<file path="src/rtl/fn_pwr_pkg.sv">
package fn_pwr_pkg;
    localparam int REG_W   = 16;
    localparam int LANE_W  = 8;
    localparam int LANES   = REG_W / LANE_W;
    localparam int PS_W    = 2;
    localparam int PS_LSB  = 0;
    localparam int EN_BIT  = 8;
    localparam int STS_BIT = 15;

    localparam logic [PS_W-1:0] PS_FULL = 2'b00;
    localparam logic [PS_W-1:0] PS_OFF  = 2'b11;

    typedef struct packed {
        logic [PS_W-1:0] ps;
        logic            warm;
    } ps_regs_t;

    typedef struct packed {
        logic en;
        logic sts;
    } wake_regs_t;
endpackage

</file>
<file path="src/rtl/fn_pwr_state.sv">
module fn_pwr_state
    import fn_pwr_pkg::*;
(
    input  logic            clk,
    input  logic            rst_n,
    input  logic            wr_lane,
    input  logic [PS_W-1:0] wr_ps,
    output logic [PS_W-1:0] ps,
    output logic            warm_rst
);
    ps_regs_t cur_q, nxt_d;

    // Only the two defined codes are stored; the warm pulse lasts one cycle.
    always_comb begin
        nxt_d      = cur_q;
        nxt_d.warm = 1'b0;
        if (wr_lane && (wr_ps == PS_FULL || wr_ps == PS_OFF)) begin
            nxt_d.ps   = wr_ps;
            nxt_d.warm = (cur_q.ps == PS_OFF) && (wr_ps == PS_FULL);
        end
    end

    always_ff @(posedge clk or negedge rst_n) begin
        if (!rst_n) begin
            cur_q <= '{ps: PS_FULL, warm: 1'b0};
        end else begin
            cur_q <= nxt_d;
        end
    end

    assign ps       = cur_q.ps;
    assign warm_rst = cur_q.warm;
endmodule

</file>
<file path="src/rtl/fn_pwr_wake.sv">
module fn_pwr_wake
    import fn_pwr_pkg::*;
(
    input  logic clk,
    input  logic aon_rst_n,
    input  logic wr_lane,
    input  logic wr_en,
    input  logic wr_clr,
    input  logic wake,
    output logic en,
    output logic sts,
    output logic pme
);
    wake_regs_t cur_q, nxt_d;

    // Sticky status: a wake event in the same cycle wins over a clear.
    always_comb begin
        nxt_d = cur_q;
        if (wr_lane) begin
            nxt_d.en = wr_en;
            if (wr_clr) nxt_d.sts = 1'b0;
        end
        if (wake) nxt_d.sts = 1'b1;
    end

    always_ff @(posedge clk or negedge aon_rst_n) begin
        if (!aon_rst_n) begin
            cur_q <= '{en: 1'b0, sts: 1'b0};
        end else begin
            cur_q <= nxt_d;
        end
    end

    assign en  = cur_q.en;
    assign sts = cur_q.sts;
    assign pme = cur_q.en & cur_q.sts;
endmodule

</file>
<file path="src/rtl/fn_pwr_gate.sv">
module fn_pwr_gate
    import fn_pwr_pkg::*;
(
    input  logic [PS_W-1:0] ps,
    input  logic            irq_in,
    output logic            irq_out,
    output logic            mem_en
);
    logic full_pwr;

    always_comb begin
        full_pwr = (ps == PS_FULL);
        irq_out  = irq_in & full_pwr;
        mem_en   = full_pwr;
    end
endmodule

</file>
<file path="src/rtl/fn_pwr_ctl.sv">
module fn_pwr_ctl
    import fn_pwr_pkg::*;
(
    input  logic              clk,
    input  logic              rst_main_n,
    input  logic              rst_aon_n,
    input  logic              cfg_wr,
    input  logic [LANES-1:0]  cfg_be,
    input  logic [REG_W-1:0]  cfg_wdata,
    output logic [REG_W-1:0]  reg_value,
    input  logic              wake_evt,
    input  logic              irq_req,
    output logic              irq_out,
    output logic              mem_dec_en,
    output logic              pme_out,
    output logic              warm_rst
);
    localparam int PS_LANE   = PS_LSB / LANE_W;
    localparam int WAKE_LANE = EN_BIT / LANE_W;

    logic [LANES-1:0] lane_wr;
    logic [PS_W-1:0]  ps;
    logic             wake_en;
    logic             wake_sts;
    logic             unused_wdata;

    for (genvar g = 0; g < LANES; g++) begin : g_lane
        assign lane_wr[g] = cfg_wr & cfg_be[g];
    end

    assign unused_wdata = ^{cfg_wdata[STS_BIT-1:EN_BIT+1], cfg_wdata[EN_BIT-1:PS_LSB+PS_W]};

    fn_pwr_state u_state (
        .clk      (clk),
        .rst_n    (rst_main_n),
        .wr_lane  (lane_wr[PS_LANE]),
        .wr_ps    (cfg_wdata[PS_LSB +: PS_W]),
        .ps       (ps),
        .warm_rst (warm_rst)
    );

    fn_pwr_wake u_wake (
        .clk       (clk),
        .aon_rst_n (rst_aon_n),
        .wr_lane   (lane_wr[WAKE_LANE]),
        .wr_en     (cfg_wdata[EN_BIT]),
        .wr_clr    (cfg_wdata[STS_BIT]),
        .wake      (wake_evt),
        .en        (wake_en),
        .sts       (wake_sts),
        .pme       (pme_out)
    );

    fn_pwr_gate u_gate (
        .ps      (ps),
        .irq_in  (irq_req),
        .irq_out (irq_out),
        .mem_en  (mem_dec_en)
    );

    always_comb begin
        reg_value                   = '0;
        reg_value[PS_LSB +: PS_W]   = ps;
        reg_value[EN_BIT]           = wake_en;
        reg_value[STS_BIT]          = wake_sts;
    end
endmodule

</file>
<file path="config.mk">
export PLATFORM = sky130hd
export DESIGN_NAME = fn_pwr_ctl
export DESIGN_NICKNAME = d
export VERILOG_FILES = /design/src/rtl/fn_pwr_pkg.sv /design/src/rtl/fn_pwr_state.sv /design/src/rtl/fn_pwr_wake.sv /design/src/rtl/fn_pwr_gate.sv /design/src/rtl/fn_pwr_ctl.sv
export SDC_FILE = /design/constraint.sdc
export NUM_CORES = 1
export LEC_CHECK = 0
export BUFFER_PORTS_ARGS = -buffer_cell sky130_fd_sc_hd__buf_2
export CORE_AREA = 2 2 39 41
export CTS_BUF_LIST = sky130_fd_sc_hd__clkbuf_16
export CTS_CLUSTER_DIAMETER = 60
export DETAILED_ROUTE_END_ITERATION = 8
export DIE_AREA = 0 0 41 43
export PLACE_DENSITY = 0.69
export RECOVER_POWER = 100
export SYNTH_ARGS = -nofsm -noshare
export SYNTH_HDL_FRONTEND = slang
export SYNTH_HIERARCHICAL = 1
export SYNTH_SLANG_ARGS = --single-unit
</file>
<file path="constraint.sdc">
create_clock -name clk -period 2.41 [get_ports clk]
set_input_delay 0.482 -clock clk [delete_from_list [all_inputs] [get_ports clk]]
set_output_delay 0.482 -clock clk [all_outputs]
set_load 0.02 [all_outputs]
</file>
; ---- Yosys cells after proc, flatten, opt, wreduce, memory -nomap -nowiden
; Index checks and enable logic that the tools add are counted.
[totals]
regBits = 5
out_inout_bits = 20
word_cells = 22
[op_classes]
n_eq_ne = 2
muxes = 4
n_bitwise = 4
reduce_logical = 8
[op_table]
columns = cell, count
row1 = $and 1x1->1, 4
row2 = $eq 2x2->1 const B, 2
row3 = $logic_not 2->1, 2
row4 = $mux 1, 4
row5 = $reduce_bool 2->1, 2
row6 = $logic_and 1x1->1, 2
row7 = $reduce_and 2->1, 1
row8 = $logic_or 1x1->1, 1

; ---- Longest topological paths before layout
[depth]
word_depth = 4
mapped_depth = 4
depth_no_buf = 4

; ---- Hierarchy
; Netlist, hierarchy kept.
[modules_own_cells]
columns = mod, n_inst, cells_per_inst, area_each_um2
row1 = fn_pwr_state, 1, 11, 147.6
row2 = fn_pwr_ctl, 1, 17, 121.4
row3 = fn_pwr_wake, 1, 6, 82.6
row4 = fn_pwr_gate, 1, 2, 16.3

; ---- Least setup slack after synthesis
; OpenSTA, ideal clock, no wires.
[synth_path]
path_type = register to output
from = register u_state.cur_q, in the netlist u_state/ps[1]
to = output irq_out
arrival_time_ps = 853
path_slack_ps = 1075
path_stages_with_launch = 2
path_buffers = 0
cell_sequence = dfrtp_1 -> nor3b_2
[synth_via]
elab_chain_len = 2
[synth_lines]
columns = element, line_no
row1 = from (decl), fn_pwr_state.sv:11  ; ps_regs_t cur_q, nxt_d;
row2 = from (signal assigned), fn_pwr_state.sv:25  ; cur_q <= '{ps: PS_FULL, warm: 1'b0};
row3 = from (signal assigned), fn_pwr_state.sv:27  ; cur_q <= nxt_d;
row4 = $logic_not 2->1, fn_pwr_gate.sv:12  ; full_pwr = (ps == PS_FULL);
row5 = $and 1x1->1, fn_pwr_gate.sv:13  ; irq_out = irq_in & full_pwr;
row6 = to (decl), fn_pwr_ctl.sv:13  ; output logic irq_out,
; No other way between the ends.

; ---- Worst setup path after layout
; Ends and elaborated chain as after synthesis.

==> Flow_metrics.wiki <==
{| class="wikitable"
! Metric !! Value
|-
| RR Endpoint || u_state/ps[0]
|-
| Register clock-pin slew on the reported worst setup and hold paths || 0.03 ns
|-
| Die ar. || 1760 um^2
|-
| Reg-to-reg slack, setup || 1.55 ns
|-
| Req. time, crit path || about 1.9 ns
|-
| Setup violators final || 0
|-
| Utilization after layout || 0.337
|-
| Global-route wire length before repair || 828 um
|-
| Wirelength per Cell || between 8 and 9 um
|-
| Share of layout cells above drive strength 1 || 0.232
|-
| Worst setup SP type || flip-flop
|-
| Switch share || 0.273
|-
| Number of instances in the synthesized netlist || 36
|-
| Routed via count || around 260
|-
| CTS buffer count || 3
|-
| Starting density of the core || 0.266
|-
| Run status || finished, final reports clean
|-
| Fraction of the yosys area taken by sequential cells || 0.340
|-
| Max-cap violations || 0
|-
| Number of max-slew violations in the final report || 0
|-
| Number of port buffers || 19
|-
| Post-cts repair resize count || 0
|-
| Final Instance Count excl. Fillers || between 70 and 80
|-
| Switching power || 0.127 mW
|-
| Number of placed instances, taps included || 68
|-
| Power per cell area || slightly below 1000 nW/um^2
|-
| Power share of the clock group || 0.571
|-
| R2r worst-path depth || 1
|-
| Maximum resistive drop on vdd || 0.256 mV
|-
| Horizontal die dimension || 41 um
|-
| Drt total wl || about 590 um
|-
| Worst setup EP type || primary output
|-
| Final cell area excluding filler cells || approximately 470 um^2
|-
| Placed Instance Area || 419 um^2
|-
| Internal power || about 0.34 mW
|-
| GRT Residual Overflow || 0
|-
| Standby leakage power || around 0.24 nW
|-
| Post-CTS setup buffer count || 0
|-
| Final number of hold-violating endpoints || 0
|-
| Fraction of the cycle the final worst path needs || 0.644
|-
| Filler instances || between 150 and 200
|-
| Number of hold-repair buffers added at the cts stage || 0
|-
| Largest net degree at the start of global routing || 6
|-
| Detail Route Antenna Nets || 0
|-
| Initial antenna violation count || 0
|-
| Synth-to-Final Area Change || 26.9%
|-
| Per-instance average area after synthesis || ~10 um^2
|-
| Crit Path Max Fanout || 5
|-
| Sink count of the clock tree || 5
|-
| Total number of yosys warnings || 6
|-
| Final Critical Period || between 1.5 and 2 ns
|-
| Final weighted congestion of routability-driven global placement || around 0.59
|-
| Clock latency reported for the late side of the worst-skew pair || 0.22 ns
|-
| Logic pwr share || 0.193
|-
| Yosys cell types || 13
|-
| Via-to-Cell Ratio || ~3.5
|-
| Arr. time, crit path || 1.07 ns
|-
| Startpoint of the worst-slack reg-to-reg timing path || u_state/ps[0]
|-
| Layout Skew || 0.0000233 ns
|-
| Worst hold margin || 0.0364 ns
|-
| RSZ-0062 raised after global routing || no
|-
| Maximum clock path buffer count || 2
|-
| H-Tree Depth || 1
|-
| Final total negative setup slack || 0 ns
|-
| Top-level I/O count || 44
|-
| Standard-cell row count || 14
|-
| Antenna Diode Count || 0
|-
| Total Routing Usage GR || 0.0825
|-
| Area of the core || 1380 um^2
|-
| Category of the most critical setup path || reg2out
|-
| Vias in the first global route || between 200 and 250
|-
| DRC violations left || 0
|-
| End point of the critical path || irq_out
|-
| Count of routing violations after the opening detailed-route iteration || 3
|-
| Achievable Freq || around 640 MHz
|-
| TritonCTS clock tree || yes
|-
| Seq cells post-synth || 5
|-
| Tightest Hold Check Type || in2async
|-
| 1st-pass router iterations || 2
|-
| CP Launch Point || u_state/ps[1]
|-
| Clock root buffer || clkbuf_16
|-
| Share of total power in sequential cells || 0.236
|-
| Die height || approximately 43 um
|-
| Mapped cell area || between 300 and 400 um^2
|-
| Final nets || ~80
|}
==> Yosys cell counts <==
cell / number / area (um^2)
a21o_1: 1 / 7.51
and2_1: 3 / 18.8
buf_4: 14 / 105
conb_1: 1 / 3.75
dfrtp_1: 5 / 125
ha_1: 1 / 12.5
inv_1: 2 / 7.51
mux2_4: 3 / 45.0
nand2_1: 1 / 3.75
nand2b_4: 1 / 13.8
nand3_1: 1 / 5.00
nor2_1: 2 / 7.51
nor3b_2: 1 / 12.5
==> cell families (layout without fill, tap and decap cells) <==
logic type,count (synthesis),in the layout,share of synthesized area
buffers and inverters,16,25,0.306
multiplexers,3,3,0.122
flip-flops,5,5,0.340
adder cells (fa/ha/maj),1,1,0.0340
AND/OR/NAND/NOR,9,9,0.167
AO/OA/AOI/OAI,1,1,0.0204
other,1,12,0.0102
==> critical path: stages, from the launching register on <==
cell and delay, ns:
dfrtp_1 0.41, nor3b_2 0.19, clkbuf_1 0.24
==> sequential cells by signal (all words and copies together) (netlist names) <==
name	flops
u_state/ps	2
u_wake/sts	1
u_wake/en	1
u_state/warm_rst	1
==> per-stage QoR <==
stage / power [mW] / setup WS, ns
6_report: 0.464 / 0.857
5_1_grt: 0.489 / 0.807
4_1_cts: 0.486 / 0.912
3_5_place_dp: 0.218 / 0.945
3_3_place_gp: 0.216 / 0.967
2_1_floorplan: 0.202 / 1.07
==> worst min path at each step <==
stage,endpoint,slack (ns),cells past startpoint
after floorplan,u_state/ps[0],0.19,0
after global placement,u_wake/en,0.27,1
after detailed placement,u_wake/en,0.27,1
after CTS,u_wake/sts,0.03,1
after global routing,u_wake/sts,0.04,1
final,u_wake/sts,0.04,1
==> area by class of cell <==
class                           instances  area, um^2  area share
Timing Repair Buffer                   19        82.6       0.177
Inverter                                2        7.51      0.0161
Tap cell                               16        20.0      0.0429
Multi-Input combinational cell         26         153       0.327
Sequential cell                         5         125       0.268
Clock inverter                          1        3.75     0.00804
Clock buffer                            3        75.1       0.161
==> placed cells by master (no fill, tap or decap), drive strengths merged <==
cell    netlist  routed
a21o          1       1
nand3         1       1
nand2b        1       1
clkbuf        0      13
and2          3       3
inv           2       3
conb          1      12
dfrtp         5       5
mux2          3       3
nor3b         1       1
ha            1       1
buf          14       9
nand2         1       1
nor2          2       2
==> power by group through the flow <==
stage          sequential [mW]  combinational [mW]  clock (mW)
6_report                 0.110              0.0897       0.265
5_1_grt                  0.112              0.0994       0.278
4_1_cts                  0.110               0.107       0.269
3_5_place_dp             0.111               0.107           0
3_3_place_gp             0.111               0.105           0
2_1_floorplan            0.119              0.0833           0
==> metal layers <==
layer / share of wire / track usage / up-vias
li1: - / - / 126
met1: 0.38 / 0.0874 / 104
met2: 0.43 / 0.0875 / 23
met3: 0.16 / 0.0471 / 2
met4: 0.024 / 0.120 / 0
met5: 0 / 0 / -
No activity file was read; power rests on OpenSTA's default activity.
